==> src/rtl/fir_accel_pkg.sv <==
package fir_accel_pkg;

    localparam int SAMPLE_W  = 16;
    localparam int COEF_W    = 16;
    localparam int WORD_W    = 32;
    localparam int FRAC_BITS = 15;

    typedef logic signed [SAMPLE_W-1:0] sample_t;
    typedef logic signed [COEF_W-1:0]   coef_t;
    typedef logic [WORD_W-1:0]          word_t;

    typedef enum logic [1:0] {
        REG_SAMPLE = 2'd0,
        REG_CTRL   = 2'd1,
        REG_DONE   = 2'd2,
        REG_RESULT = 2'd3
    } reg_sel_e;

    typedef enum logic {
        ST_IDLE,
        ST_RUN
    } seq_state_e;

    function automatic word_t widen(input sample_t v);
        return {{(WORD_W-SAMPLE_W){v[SAMPLE_W-1]}}, v};
    endfunction

    function automatic int acc_width(input int order);
        return SAMPLE_W + COEF_W + $clog2(order + 1) + 1;
    endfunction

endpackage

==> src/rtl/fir_regs.sv <==
module fir_regs
    import fir_accel_pkg::*;
(
    input  logic       clk,
    input  logic       rst,
    input  logic [3:0] bus_addr,
    input  logic       bus_wr,
    input  word_t      bus_wdata,
    input  logic       done,
    input  sample_t    result,
    output sample_t    sample_q,
    output logic       start_req,
    output word_t      bus_rdata
);
    logic     ctrl_q;
    logic     hit;
    reg_sel_e sel;
    logic     wr_sample, wr_ctrl;
    logic     unused_wbits;

    assign hit          = (bus_addr[1:0] == 2'b00);
    assign sel          = reg_sel_e'(bus_addr[3:2]);
    assign wr_sample    = bus_wr && hit && (sel == REG_SAMPLE);
    assign wr_ctrl      = bus_wr && hit && (sel == REG_CTRL);
    assign start_req    = wr_ctrl && bus_wdata[0] && !ctrl_q;
    assign unused_wbits = ^bus_wdata[WORD_W-1:SAMPLE_W];

    always_ff @(posedge clk) begin
        if (rst) begin
            sample_q <= '0;
            ctrl_q   <= 1'b0;
        end else begin
            if (wr_sample) sample_q <= bus_wdata[SAMPLE_W-1:0];
            if (wr_ctrl)   ctrl_q   <= bus_wdata[0];
        end
    end

    always_comb begin
        bus_rdata = '0;
        if (hit) begin
            case (sel)
                REG_SAMPLE: bus_rdata = widen(sample_q);
                REG_CTRL:   bus_rdata = {{(WORD_W-1){1'b0}}, ctrl_q};
                REG_DONE:   bus_rdata = {{(WORD_W-1){1'b0}}, done};
                REG_RESULT: bus_rdata = widen(result);
                default:    bus_rdata = '0;
            endcase
        end
    end
endmodule

==> src/rtl/fir_seq.sv <==
module fir_seq
    import fir_accel_pkg::*;
#(
    parameter int ORDER = 4,
    localparam int IDX_W = $clog2(ORDER + 1)
) (
    input  logic             clk,
    input  logic             rst,
    input  logic             start_req,
    output logic             accept,
    output logic             busy,
    output logic             finish,
    output logic [IDX_W-1:0] idx,
    output logic             done
);
    seq_state_e state_q;
    logic       last;

    assign busy   = (state_q == ST_RUN);
    assign accept = start_req && (state_q == ST_IDLE);
    assign last   = (idx == IDX_W'(ORDER));
    assign finish = busy && last;

    always_ff @(posedge clk) begin
        if (rst) begin
            state_q <= ST_IDLE;
            idx     <= '0;
            done    <= 1'b0;
        end else begin
            case (state_q)
                ST_IDLE: if (accept) begin
                    state_q <= ST_RUN;
                    idx     <= '0;
                    done    <= 1'b0;
                end
                ST_RUN: if (last) begin
                    state_q <= ST_IDLE;
                    done    <= 1'b1;
                end else begin
                    idx <= idx + 1'b1;
                end
                default: state_q <= ST_IDLE;
            endcase
        end
    end
endmodule

==> src/rtl/fir_delay.sv <==
module fir_delay
    import fir_accel_pkg::*;
#(
    parameter int ORDER = 4,
    localparam int IDX_W = $clog2(ORDER + 1)
) (
    input  logic             clk,
    input  logic             rst,
    input  logic             accept,
    input  logic             finish,
    input  sample_t          sample_in,
    input  logic [IDX_W-1:0] idx,
    output sample_t          tap
);
    sample_t x_snap;
    sample_t line_q [ORDER];

    always_ff @(posedge clk) begin
        if (rst)         x_snap <= '0;
        else if (accept) x_snap <= sample_in;
    end

    for (genvar i = 0; i < ORDER; i++) begin : g_line
        always_ff @(posedge clk) begin
            if (rst)         line_q[i] <= '0;
            else if (finish) line_q[i] <= (i == 0) ? x_snap : line_q[(i == 0) ? 0 : i-1];
        end
    end

    always_comb begin
        tap = x_snap;
        for (int i = 0; i < ORDER; i++) begin
            if (idx == IDX_W'(i + 1)) tap = line_q[i];
        end
    end
endmodule

==> src/rtl/fir_mac.sv <==
module fir_mac
    import fir_accel_pkg::*;
#(
    parameter int ORDER = 4,
    parameter logic [(ORDER+1)*COEF_W-1:0] COEFS = '0,
    localparam int IDX_W = $clog2(ORDER + 1),
    localparam int ACC_W = acc_width(ORDER),
    localparam int PROD_W = SAMPLE_W + COEF_W
) (
    input  logic             clk,
    input  logic             rst,
    input  logic             clear,
    input  logic             step,
    input  logic             finish,
    input  sample_t          tap,
    input  logic [IDX_W-1:0] idx,
    output sample_t          result_q
);
    coef_t                     coef;
    logic signed [PROD_W-1:0]  prod;
    logic signed [ACC_W-1:0]   acc_q, acc_next;

    always_comb begin
        coef = '0;
        for (int k = 0; k <= ORDER; k++) begin
            if (idx == IDX_W'(k)) coef = COEFS[k*COEF_W +: COEF_W];
        end
    end

    assign prod     = tap * coef;
    assign acc_next = acc_q + {{(ACC_W-PROD_W){prod[PROD_W-1]}}, prod};

    always_ff @(posedge clk) begin
        if (rst) begin
            acc_q    <= '0;
            result_q <= '0;
        end else begin
            if (clear)     acc_q <= '0;
            else if (step) acc_q <= acc_next;
            if (finish)    result_q <= acc_next[FRAC_BITS +: SAMPLE_W];
        end
    end
endmodule

==> src/rtl/fir_accel.sv <==
module fir_accel
    import fir_accel_pkg::*;
#(
    parameter int ORDER = 4,
    parameter logic [(ORDER+1)*COEF_W-1:0] COEFS =
        {16'h7FFF, 16'h0800, 16'hF000, 16'h2000, 16'h4000}
) (
    input  logic        clk,
    input  logic        rst,
    input  logic [3:0]  bus_addr,
    input  logic        bus_wr,
    input  logic [31:0] bus_wdata,
    output logic [31:0] bus_rdata
);
    localparam int IDX_W = $clog2(ORDER + 1);

    sample_t          sample_q, tap, result_q;
    logic             start_req, accept, busy, finish, out_done;
    logic [IDX_W-1:0] tap_idx;

    fir_regs u_regs (
        .clk(clk), .rst(rst), .bus_addr(bus_addr), .bus_wr(bus_wr),
        .bus_wdata(bus_wdata), .done(out_done), .result(result_q),
        .sample_q(sample_q), .start_req(start_req), .bus_rdata(bus_rdata)
    );

    fir_seq #(.ORDER(ORDER)) u_seq (
        .clk(clk), .rst(rst), .start_req(start_req), .accept(accept),
        .busy(busy), .finish(finish), .idx(tap_idx), .done(out_done)
    );

    fir_delay #(.ORDER(ORDER)) u_delay (
        .clk(clk), .rst(rst), .accept(accept), .finish(finish),
        .sample_in(sample_q), .idx(tap_idx), .tap(tap)
    );

    fir_mac #(.ORDER(ORDER), .COEFS(COEFS)) u_mac (
        .clk(clk), .rst(rst), .clear(accept), .step(busy),
        .finish(finish), .tap(tap), .idx(tap_idx), .result_q(result_q)
    );
endmodule

==> config.mk <==
export PLATFORM = sky130hd
export DESIGN_NAME = fir_accel
export DESIGN_NICKNAME = d
export VERILOG_FILES = /design/src/rtl/fir_accel_pkg.sv /design/src/rtl/fir_regs.sv /design/src/rtl/fir_seq.sv /design/src/rtl/fir_delay.sv /design/src/rtl/fir_mac.sv /design/src/rtl/fir_accel.sv
export SDC_FILE = /design/constraint.sdc
export NUM_CORES = 1
export LEC_CHECK = 0
export BUFFER_PORTS_ARGS = -buffer_cell sky130_fd_sc_hd__buf_4
export CORE_MARGIN = 3
export CORE_UTILIZATION = 60
export CTS_CLUSTER_SIZE = 40
export DETAILED_ROUTE_END_ITERATION = 7
export PLACE_DENSITY = 0.78
export SYNTH_ARGS = -nofsm -noshare
export SYNTH_HDL_FRONTEND = slang
export SYNTH_SLANG_ARGS = --single-unit
==> constraint.sdc <==
create_clock -name clk -period 11.4 [get_ports clk]
set_input_delay 0.57 -clock clk [delete_from_list [all_inputs] [get_ports clk]]
set_output_delay 0.57 -clock clk [all_outputs]
set_load 0.05 [all_outputs]
* Word-level counts from Yosys, hierarchy flattened *
Memories as Yosys holds them, arrays and structs flattened.
Cells that the tools add are included.

cells by class
  $add $sub $neg = 2
  bitwise logic cells = 5
  shift operators = 0
  reductions and logical operators = 14
  div/mod/pow operators = 0
  eq/ne operators = 10
  multiplexer cells = 29
  magnitude comparators = 0
  multipliers = 1

operators by type and width
  cell                 count
  $mux 16              11
  $pmux 32 s4          1
  $add 36x36->36       1
  $mul 16x16->32       1
  $mux 32              1
  $mux 15              2
  $mux 1               9
  $logic_and 1x1->1    7
  $eq 3x2->1 const B   2
  $mux 3               2
  $ne 2x2->1 const B   3
  $pmux 3 s2           1
  $eq 2x2->1 const B   2
  $logic_not 2->1      2
  $or 1x1->1           4
  $pmux 1 s2           2
  $reduce_and 2->1     2
  $add 3x1->3 const B  1
  $eq 3x1->1 const B   1
  $eq 3x3->1 const B   1
  $logic_not 3->1      1
  $eq 2x1->1 const B   1
  $reduce_or 2->1      1
  $logic_not 1->1      1
  $not 1->1            1

word-level totals
  bits in writable memories = 64
  memories = 1
  ROM bits = 0
  flip-flop bits (word level) = 90
  bits in latches = 0
  bits of input ports = 39
  word-level logic and storage cells = 70

memories
  memory          words  bits a word  rd ports  clocked after memory_dff  write ports  RTL line         source
  u_delay.line_q  4      16           4         0                         4            fir_delay.sv:16  sample_t line_q [ORDER];

* Logic depth before layout (Yosys ltp) *
Gate-level depths: netlist of the first run.

  depth after elaboration = 8
  depth in mapped cells = 43
  gate-level depth less buffers = 41

* By module *
A second synthesis of the first run with hierarchy kept.

unflattened totals
  cell total of the unflattened synthesis = 1579
  area, all modules = 15544.9 um^2

by module, submodules not included
  module     area each (um^2)  seq. area each (um^2)  instances  cells each
  fir_mac    10566.4           940.9                  1          1146
  fir_delay  3565.9            2242.2                 1          274
  fir_regs   1159.9            340.3                  1          132
  fir_seq    252.7             100.1                  1          27

* Worst setup path before layout of the first run *
OpenSTA, ideal clock, no wires.

  kind = reg2reg
  start point = register u_seq.idx[1]
  end point = register u_mac.acc_q[30]
  buffers on the path = 3
  library setup time = 0.132 ns
  path slack = 2.900 ns
  arrival time = 8.368 ns
  stages on the path, launching flop included = 40
  required time = 11.268 ns
  cells stage by stage = dfxtp_1 inv_1 ha_1 nor2b_1 clkbuf_1 buf_2 mux2i_1 nor2_1 a21oi_1 o21ai_0 a21oi_1 nand2_1 fa_1 fa_1 inv_1 fa_1 fa_1 fa_1 [... 4 more ...] a21oi_1 nand3_1 a31oi_1 nor2_1 o21ai_0 a21oi_1 a21o_1 a31oi_1 xnor2_1 ha_1 clkbuf_1 nand4_1 o21ai_0 o21bai_1 o21ai_0 o311ai_0 xor2_1 a21oi_1

on the way
  word-level cells in the longest chain between the ends = 8

ends and longest elaborated chain
  what                      RTL line       source
  start: declaration        fir_seq.sv:13  output logic [IDX_W-1:0] idx,
  start signal: assignment  fir_seq.sv:40  idx <= idx + 1'b1;
  $logic_not 3->1           fir_mac.sv:26  if (idx == IDX_W'(k)) coef = COEFS[k*COEF_W +: COEF_W];
  $mux 15 (2 in series)     fir_mac.sv:26
  $mux 16 (3 in series)     fir_mac.sv:26
  $mul 16x16->32 *          fir_mac.sv:30  assign prod = tap * coef;
  $add 36x36->36 *          fir_mac.sv:31  assign acc_next = acc_q + {{(ACC_W-PROD_W){prod[PROD_W-1]}}, prod};
  end signal: assignment    fir_mac.sv:39  else if (step) acc_q <= acc_next;
  end: declaration          fir_mac.sv:21  logic signed [ACC_W-1:0] acc_q, acc_next;

Every way passes the cells marked *; elsewhere a longest branch is shown, timed or not.
A chain may end at the register's enable or synchronous reset.

* Worst setup path in the final report of the first run *
  start point = register u_seq.idx[0]
  end point = register u_mac.acc_q[30]

Same word-level chain as after synthesis.

==> results_dict.tcl, run 1 <==
set metrics [dict create \
    post_cts_resized 0 \
    core_mm2 0.0245 \
    cts_buffer_depth 2 \
    syn_inst 1637 \
    grt_pass1_vias 11434 \
    max_freq_mhz 96.6 \
    grt_usage 0.274 \
    rsz0062_at_grt "no" \
    worstHoldPathCells 3 \
    cts_setup_buffers 0 \
    relSlewSlack 0.260 \
    htree_num_levels 4 \
    path_clk_slew_ps 80 \
    met1_length_mm 15.3 \
    wl_met2_mm 16.6 \
    dp_slack_ps 1370 \
    grt_max_degree 72 \
    hp-class "primary input to register" \
    p_sw_w 0.000314 \
    setup_violations 0 \
    hold_viol 0 \
    critPathMostFrequentCell "fa_1" \
    synth_edf_count 64 \
    gp_congestion 0.929 \
    tns_ps 0 \
    portBuffers 54 \
    layout_common_cells "inv_1, fa_1, nand2_1, a21oi_1, ha_1" \
    viasPerCell 5.63 \
    antenna_left 0 \
    die_w_um 165 \
    outcome "complete, no violations" \
    clock-sinks 149 \
    grt_pass1_wl_mm 58.3 \
    dieArea_mm2 0.0272 \
    critPathRequiredTime_ps 11690 \
    fill_cells 1947 \
    swShare 0.254 \
    power.density_mw_per_mm2 75.6 \
    syn-cell-area_mm2 0.0151 \
    power_frac_seq 0.460 \
    drt_iter0_markers 800 \
    dpl.hpwl_mm 28.1 \
    fin_worst_skew_ps 16.1 \
    top_layer_used "met4" \
    end_kind "register" \
    design_area_mm2 0.0164 \
    critical_path_class "register to register" \
    final_common_cell "inv_1" \
    yosysWarnings 0 \
    reg2regPathDepth 35 \
    rows 57 \
    nNetsFinal 2001 \
    cp-start-kind "register" \
    routed_wl_mm 35.2 \
    wire_per_inst_um 17.7 \
    dr.pass1.iters 8 \
    cts_made_buffers 17 \
    synthFlopType "dfxtp_1" \
    diodes 0 \
    post_dp_cell_area_mm2 0.0157 \
    ys_ff_latch 149 \
    tightest_slew_ps 1110 \
    cp_data_arrival_time_ps 10640 \
    cts-hold-fix-buffers 0 \
    maxCapViolations 0 \
    cpPeakStageDelay_ps 730 \
    worst_slack_ps 1050 \
    drive_gt1_frac 0.0745 \
    drv_slew 0 \
    r2r-end "u_mac.acc_q[30]" \
    ys_async_sr_fraction 0 \
    cp_max_fo 22 \
    synth_area_per_cell_um2 9.25 \
    cts_tree "yes" \
    grt_overflow 0 \
    ys_seq_area_frac 0.239 \
    clock_power_share 0.492 \
    p_leak_nw 7.88 \
    worstSetupEndpoint "u_mac.acc_q[30]" \
    ios 71 \
    drcViolationCount 0 \
    area_growth_pct 8.01 \
    r2r_start "u_seq.idx[0]" \
    comb_power_share 0.048 \
    die_y_um 165 \
    num_vias 11196 \
    peakVddDrop_mv 0.100 \
    ys_types 69 \
    p_int_w 0.000923 \
    routed-wl-met3_mm 2.23 \
    crit_start "u_seq.idx[0]" \
    critical_path.slowest_cell "nand2_1" \
    reg2reg_slack_ps 1050 \
    root_buffer "clkbuf_16" \
    fin_crit_sh 0.908 \
    start_util 0.617 \
    min_period_ps 10350 \
    antenna_found_initial 0 \
    clock_latency_ps 440 \
]
## layer usage
metal  global-route usage  vias to the layer above
met5                    0                        -
met4               0.0900                        0
met3               0.0391                       70
met2                0.441                      362
met1                0.385                     5441
li1                     -                     5323
## synth_stat cells (all sizes together), types with 12 or more instances
library cell	instances	area [µm²]
a211oi	13	103
a21o	30	225
a21oi	126	631
a22oi	16	120
and2	68	425
and3	12	75.1
buf	19	133
clkbuf	57	214
dfxtp	85	1700
edfxtp	64	1920
fa	194	3880
ha	117	1460
inv	245	920
mux2i	35	350
nand2	177	664
nand2b	15	93.8
nand3	20	100
nor2	113	424
o21ai	59	299
xnor2	44	393
xor2	21	184
## worst min path at each step
stage,start,to,slack [ps]
2_1_floorplan,u_mac.result_q[11],u_mac.result_q[11],430
3_3_place_gp,u_mac.result_q[14],u_mac.result_q[14],440
3_5_place_dp,u_mac.result_q[11],u_mac.result_q[11],450
4_1_cts,bus_wdata[4],u_regs.sample_q[4],360
5_1_grt,bus_wdata[4],u_regs.sample_q[4],370
6_report,bus_wdata[6],u_regs.sample_q[6],370
## state kept, by name, indices dropped and copies added (netlist names)
| signal | cells |
|---|---|
| u_delay.x_snap | 16 |
| u_mac.result_q | 16 |
| u_seq.busy | 1 |
| u_mac.acc_q | 31 |
| u_seq.idx | 3 |
| u_regs.sample_q | 16 |
| u_seq.done | 1 |
| u_delay.line_q | 64 |
| u_regs.ctrl_q | 1 |
## power by group through the flow
stage               Combinational (W)  Clock (W)  Sequential, W
floorplan                   0.0000399          0       0.000579
global placement            0.0000572          0       0.000581
detailed placement          0.0000579          0       0.000581
CTS                         0.0000587   0.000614       0.000569
global route                0.0000653   0.000633       0.000570
finish                      0.0000591   0.000608       0.000569
## worst max-delay path: cells and delay by family, from the launching register on
kind	cells	cell delay, ps
XOR/XNOR	2	370
buffers and inverters	4	240
adder cells (fa/ha/maj)	9	3780
AO/OA/AOI/OAI	14	3360
AND/OR/NAND/NOR	6	2050
flip-flops	1	380
## metrics by stage
stage,instances,util,hold slack [ps],total power [W]
2_1_floorplan,1643,-,426,0.000619
3_3_place_gp,1956,0.641,440,0.000638
3_5_place_dp,1956,0.641,449,0.000639
4_1_cts,1988,0.667,360,0.00124
5_1_grt,1988,0.667,371,0.00127
6_report,1988,0.667,372,0.00124
## cell type report
class                           count  area [µm²]  area share
Multi-Input combinational cell   1173       10300       0.629
Sequential cell                   149        3620       0.222
Inverter                          245         920      0.0562
Timing Repair Buffer               65         488      0.0298
Clock buffer                       17         425      0.0260
Tap cell                          324         405      0.0248
Clock inverter                     15         206      0.0126
## cells by family (layout without fill, tap and decap cells)
group	after synthesis	count (layout)	share of synthesized area
compound gates	300	300	0.121
xor+xnor	65	65	0.0381
fa+ha+maj	311	311	0.353
buf+inv	321	342	0.0836
flops	149	149	0.239
mux	36	36	0.0246
other cells	2	8	0.000496
simple gates	453	453	0.140
Note: power is estimated with default switching activity, not from simulation.
==> run 2, diff against run 1 <==
- ABC_CLOCK_PERIOD_IN_PS: unset -> 11400
- RECOVER_POWER: unset -> 100
==> run 2 against run 1 <==
Compared with the run above:
- the run now ends with max-capacitance violations, max-slew violations left
- worst setup slack got worse by 160 ps
- clock skew up 1.8 ps
- fmax is 1.5% lower
- via count barely moved
- critical path type unchanged
- sequential share of layout area grew 0.20 points
- sequential power barely moved
- highest routed layer unchanged
==> results_dict.tcl, run 2 (synthesized netlist as in run 1, its figures left out) <==
set metrics [dict create \
    outcome "finished, violations left" \
    violations "max-capacitance violations, max-slew violations" \
    hold_end "u_regs.sample_q[6]" \
    drcViolationCount 0 \
    area_growth_pct 7.04 \
    viasPerCell 5.63 \
    cts_made_buffers 17 \
    wire_per_inst_um 17.7 \
    drt_iter0_markers 781 \
    fin_worst_skew_ps 17.9 \
    largest_register_ffs 64 \
    top_regs "u_delay.line_q x64, u_mac.acc_q x31" \
    worstHoldPathCells 3 \
    die_y_um 165 \
    clock_power_share 0.492 \
    post_cts_resized 0 \
    dr.pass1.iters 5 \
    placed_cells 1956 \
    p_leak_nw 7.68 \
    setup_violations 0 \
    rows 57 \
    swShare 0.253 \
    drive_gt1_frac 0.0511 \
    start_util 0.617 \
    core_mm2 0.0245 \
    power.density_mw_per_mm2 76.3 \
    p_sw_w 0.000313 \
    cp-start-kind "register" \
    r2r_start "u_seq.idx[0]" \
    final_common_cell "inv_1" \
    clock_latency_ps 440 \
    cp_data_arrival_time_ps 10870 \
    die_w_um 165 \
    cts_buffer_depth 2 \
    cts_setup_buffers 0 \
    tns_ps 0 \
    stdcell_count 1988 \
    relSlewSlack -1.30 \
    hp-start "bus_wdata[6]" \
    root_buffer "clkbuf_16" \
    portBuffers 54 \
    reg2reg_slack_ps 890 \
    nNetsFinal 2001 \
    comb_power_share 0.047 \
    cpPeakStageDelay_ps 970 \
    grt_overflow 0 \
    drv_slew 137 \
    grt_pass1_vias 11434 \
    cts-hold-fix-buffers 0 \
    cp_max_fo 22 \
    num_vias 11199 \
    min_period_ps 10510 \
    grt_max_degree 72 \
    antenna_left 0 \
    clock-sinks 149 \
    reg2regPathDepth 32 \
    critical_path_class "register to register" \
    routed_wl_mm 35.2 \
    path_clk_slew_ps 80 \
    regMostFlops "u_delay.line_q" \
    max_freq_mhz 95.2 \
    peakVddDrop_mv 0.100 \
    tightest_slew_ps 3450 \
    grt_usage 0.274 \
    r2r-end "u_mac.acc_q[29]" \
    layout_common_cells "inv_1, fa_1, nand2_1, a21oi_1, ha_1" \
    fill_cells 1982 \
    rsz0062_at_grt "no" \
    p_int_w 0.000923 \
    gp_congestion 0.929 \
    end_kind "register" \
    hp-class "primary input to register" \
    ios 71 \
    maxCapViolations 2 \
    htree_num_levels 4 \
    hold_viol 0 \
    critPathRequiredTime_ps 11770 \
    fin_crit_sh 0.922 \
    dpl.hpwl_mm 28.1 \
    grt_pass1_wl_mm 58.3 \
    dieArea_mm2 0.0272 \
    antenna_found_initial 0 \
    power_frac_seq 0.461 \
    cts_tree "yes" \
    critical_path.slowest_cell "and2_0" \
    diodes 0 \
]
run 2: changes by cell type in the layout (fill, tap and decap cells not counted), moves of 5 or more:
cell      previous run  this run
o21ai_1              7         2
and2_0               1        40
buf_4               65        28
clkbuf_1             0        36
and2_1              67        28
o21ai_0             51        56
run 2: final cells by class:
class                   instances  area [µm²]  area share
clock buffers                  17         425      0.0262
inverters                     245         920      0.0567
well taps                     324         405      0.0250
repair buffers                 65         353      0.0218
flip-flops and latches        149        3620       0.224
clock inverters                15         206      0.0127
multi-input cells            1173       10300       0.634
run 2: worst max path at each step:
stage                     cells past startpoint         start  slack, ps              end
final                                        32  u_seq.idx[0]        890  u_mac.acc_q[29]
after global routing                         31  u_seq.idx[0]        360  u_mac.acc_q[29]
after CTS                                    35  u_seq.idx[0]       1160  u_mac.acc_q[30]
after detailed placement                     35  u_seq.idx[0]       1370  u_mac.acc_q[30]
after global placement                       35  u_seq.idx[0]       1570  u_mac.acc_q[30]
after floorplan                              39  u_seq.idx[1]       2900  u_mac.acc_q[30]
run 2: power by group through the flow:
stage | Clock [W] | Combinational, W | Sequential (W)
after floorplan | 0 | 0.0000399 | 0.000579
after global placement | 0 | 0.0000572 | 0.000581
after detailed placement | 0 | 0.0000579 | 0.000581
after CTS | 0.000614 | 0.0000587 | 0.000569
after global routing | 0.000633 | 0.0000645 | 0.000571
final | 0.000608 | 0.0000584 | 0.000570
run 2: worst max-delay path: cells and delay by family (launching register included):
family	cells	cell delay, ps
fa+ha+maj	9	4240
compound gates	9	2640
simple gates	7	2330
buf+inv	6	690
flops	1	340
xor+xnor	1	180
run 2: layer usage:
layer  vias up  share of wire  track usage
met5         -              0            0
met2       341           0.48        0.441
li1       5323              -            -
met4         0          0.030       0.0900
met3        66          0.055       0.0391
met1      5469           0.44        0.385
run 2: stage by stage:
step	cell area, µm²	utilization	hold WS (ps)	total power (W)	setup slack [ps]
floorplan	15200	-	426	0.000619	2900
global placement	15700	0.641	440	0.000638	1570
detailed placement	15700	0.641	449	0.000639	1370
CTS	16400	0.667	360	0.00124	1160
global route	16200	0.661	371	0.00127	365
finish	16200	0.661	371	0.00124	890
==> run 3, diff against run 2 <==
- ABC_AREA: unset -> 1
- SYNTH_HIERARCHICAL: unset -> 1
==> run 3 against run 2 <==
Compared with the run above:
- the flow still finishes with violations (max-capacitance violations, max-slew violations)
- hold slack better by 55 ps
- non-clock buffer count shrank 3
- synthesized cell count increased by 31%
- clock skew rose by 2.0 ps
- wire length increased by 12%
- critical path type unchanged
- critical endpoint is now u_mac/result_q[13]
- highest routed layer unchanged
==> results_dict.tcl, run 3 <==
set metrics [dict create \
    reg2regPathDepth 36 \
    die_y_um 172 \
    dr.pass1.iters 5 \
    worst_slack_ps 1340 \
    relSlewSlack -1.27 \
    ys_types 51 \
    grt_usage 0.276 \
    cts_buffer_depth 2 \
    maxCapViolations 2 \
    antenna_left 0 \
    cts_setup_buffers 0 \
    syn_inst 2150 \
    cts-hold-fix-buffers 0 \
    cp_max_fo 25 \
    fin_crit_sh 0.883 \
    routed_wl_mm 39.4 \
    nNetsFinal 2514 \
    cts_made_buffers 17 \
    drv_slew 130 \
    crit_start "u_seq/idx[0]" \
    grt_overflow 0 \
    wl_met2_mm 18.6 \
    diodes 0 \
    die_w_um 172 \
    dieArea_mm2 0.0297 \
    root_buffer "clkbuf_16" \
    start_util 0.613 \
    synth.top_cells.by_area "fa_1, edfxtp_1, inv_1" \
    synth_top_area_share 0.235 \
    synth.most_common_cell "inv_1" \
    rsz0062_at_grt "no" \
    ys_ff_latch 149 \
    max_freq_mhz 99.4 \
    wire_per_inst_um 15.4 \
    synthFlopType "dfxtp_1" \
    drive_gt1_frac 0.0528 \
    synth_area_per_cell_um2 7.73 \
    fill_cells 2400 \
    rows 60 \
    cpPeakStageDelay_ps 960 \
    post_dp_cell_area_mm2 0.0171 \
    path_clk_slew_ps 70 \
    fin_worst_skew_ps 19.8 \
    largest_register_ffs 64 \
    outcome "finished, violations left" \
    tightest_slew_ps 3400 \
    yosys-top-cells-count "inv_1, nand2_1, nor2_1, fa_1, nand3_1" \
    portBuffers 54 \
    dpl.hpwl_mm 31.4 \
    antenna_found_initial 0 \
    min_period_ps 10060 \
    dp_slack_ps 2020 \
    cp-start-kind "register" \
    hp-start "bus_wdata[11]" \
    top_layer_used "met4" \
    top_regs "u_delay/line_q x64, u_mac/acc_q x31" \
    ys_async_sr_fraction 0 \
    post_cts_resized 0 \
    hold_viol 0 \
    area_growth_pct 5.17 \
    crit_buf_inv 7 \
    yosysWarnings 6 \
    setup_violations 0 \
    ios 71 \
    num_vias 13535 \
    critical_path.slowest_cell "dfxtp_1" \
    htree_num_levels 4 \
    r2r-end "u_mac/result_q[13]" \
    gp_congestion 0.928 \
    met1_length_mm 17.8 \
    worst-path-stages 36 \
    violations "max-capacitance violations, max-slew violations" \
    reg2reg_slack_ps 1340 \
    drcViolationCount 0 \
    layout_common_cells "inv_1, nand2_1, nor2_1, fa_1, nand3_1" \
    worstSetupEndpoint "u_mac/result_q[13]" \
    grt_pass1_wl_mm 65.3 \
    peakVddDrop_mv 0.103 \
    synth_top_cell_by_area "fa_1" \
    grt_pass1_vias 13409 \
    regMostFlops "u_delay/line_q" \
    critical_path.top_delay_family "adder cells" \
    final_common_cell "inv_1" \
    tns_ps 0 \
    synth_edf_count 64 \
    routed-wl-met3_mm 2.06 \
    drt_iter0_markers 1141 \
    viasPerCell 5.31 \
    core_mm2 0.0271 \
    r2r_start "u_seq/idx[0]" \
    grt_max_degree 65 \
    syn-cell-area_mm2 0.0166 \
    p_leak_nw 8.81 \
    critical_path_class "register to register" \
    cp_data_arrival_time_ps 10390 \
    clock_latency_ps 440 \
    critPathRequiredTime_ps 11720 \
    cts_tree "yes" \
    end_kind "register" \
    power.density_mw_per_mm2 70.5 \
    clock-sinks 149 \
    hp-class "primary input to register" \
    design_area_mm2 0.0175 \
    ys_seq_area_frac 0.218 \
]
-- run 3: changes by cell type after synthesis, sizes merged, moves of 34 or more --
cell,change
and2,-68
inv,+247
mux2i,-35
nand2,+196
nand3,+112
nor2,+171
xnor2,-34
-- run 3: kinds of logic after synthesis --
| kind of cell | Yosys count | share of synthesized area |
|---|---|---|
| buffers and inverters | 565 | 0.138 |
| XOR/XNOR | 44 | 0.0232 |
| AO/OA/AOI/OAI | 242 | 0.0814 |
| AND/OR/NAND/NOR | 839 | 0.219 |
| other | 2 | 0.000452 |
| adder cells (fa/ha/maj) | 309 | 0.321 |
| flip-flops | 149 | 0.218 |
-- run 3: area by class of cell --
cell class              count  area [µm²]  area share
clock buffers              17         425      0.0243
clock inverters            15         136     0.00780
inverters                 494        1850       0.106
multi-input cells        1442       10600       0.608
flip-flops and latches    149        3620       0.207
well taps                 372         465      0.0266
repair buffers             62         342      0.0195
-- run 3: worst min-delay path by stage --
stage / end / slack (ps) / depth (start not counted)
4_1_cts: u_regs/sample_q[11] / 410 / 3
3_5_place_dp: u_seq/done / 460 / 2
3_3_place_gp: u_mac/acc_q[0] / 450 / 2
5_1_grt: u_regs/sample_q[15] / 430 / 3
2_1_floorplan: u_seq/done / 430 / 2
6_report: u_regs/sample_q[11] / 430 / 3
-- run 3: where the power goes --
group	switching [W]	internal [W]	total [W]
sequential	0.00000460	0.000567	0.000571
clock	0.000263	0.000288	0.000551
combinational	0.0000753	0.0000340	0.000109
-- run 3: worst min-delay path: cells and delay by family --
| family | cells | cell delay (ps) |
|---|---|---|
| AOI/OAI and AO/OA | 1 | 60 |
| and+or+nand+nor | 1 | 80 |
| buffers and inverters | 1 | 100 |
-- run 3: per-layer routing --
metal,track usage,vias up
li1,-,6608
met1,0.390,6450
met2,0.456,423
met3,0.0329,54
met4,0.0746,0
met5,0,-
-- run 3: stage by stage --
stage / utilization / hold slack, ps / std cells / total power [W]
after global routing: 0.645 / 425 / 2551 / 0.00128
final: 0.645 / 426 / 2551 / 0.00123
after global placement: 0.633 / 452 / 2519 / 0.000689
after floorplan: - / 430 / 2156 / 0.000663
after CTS: 0.654 / 406 / 2551 / 0.00124
after detailed placement: 0.633 / 458 / 2519 / 0.000691
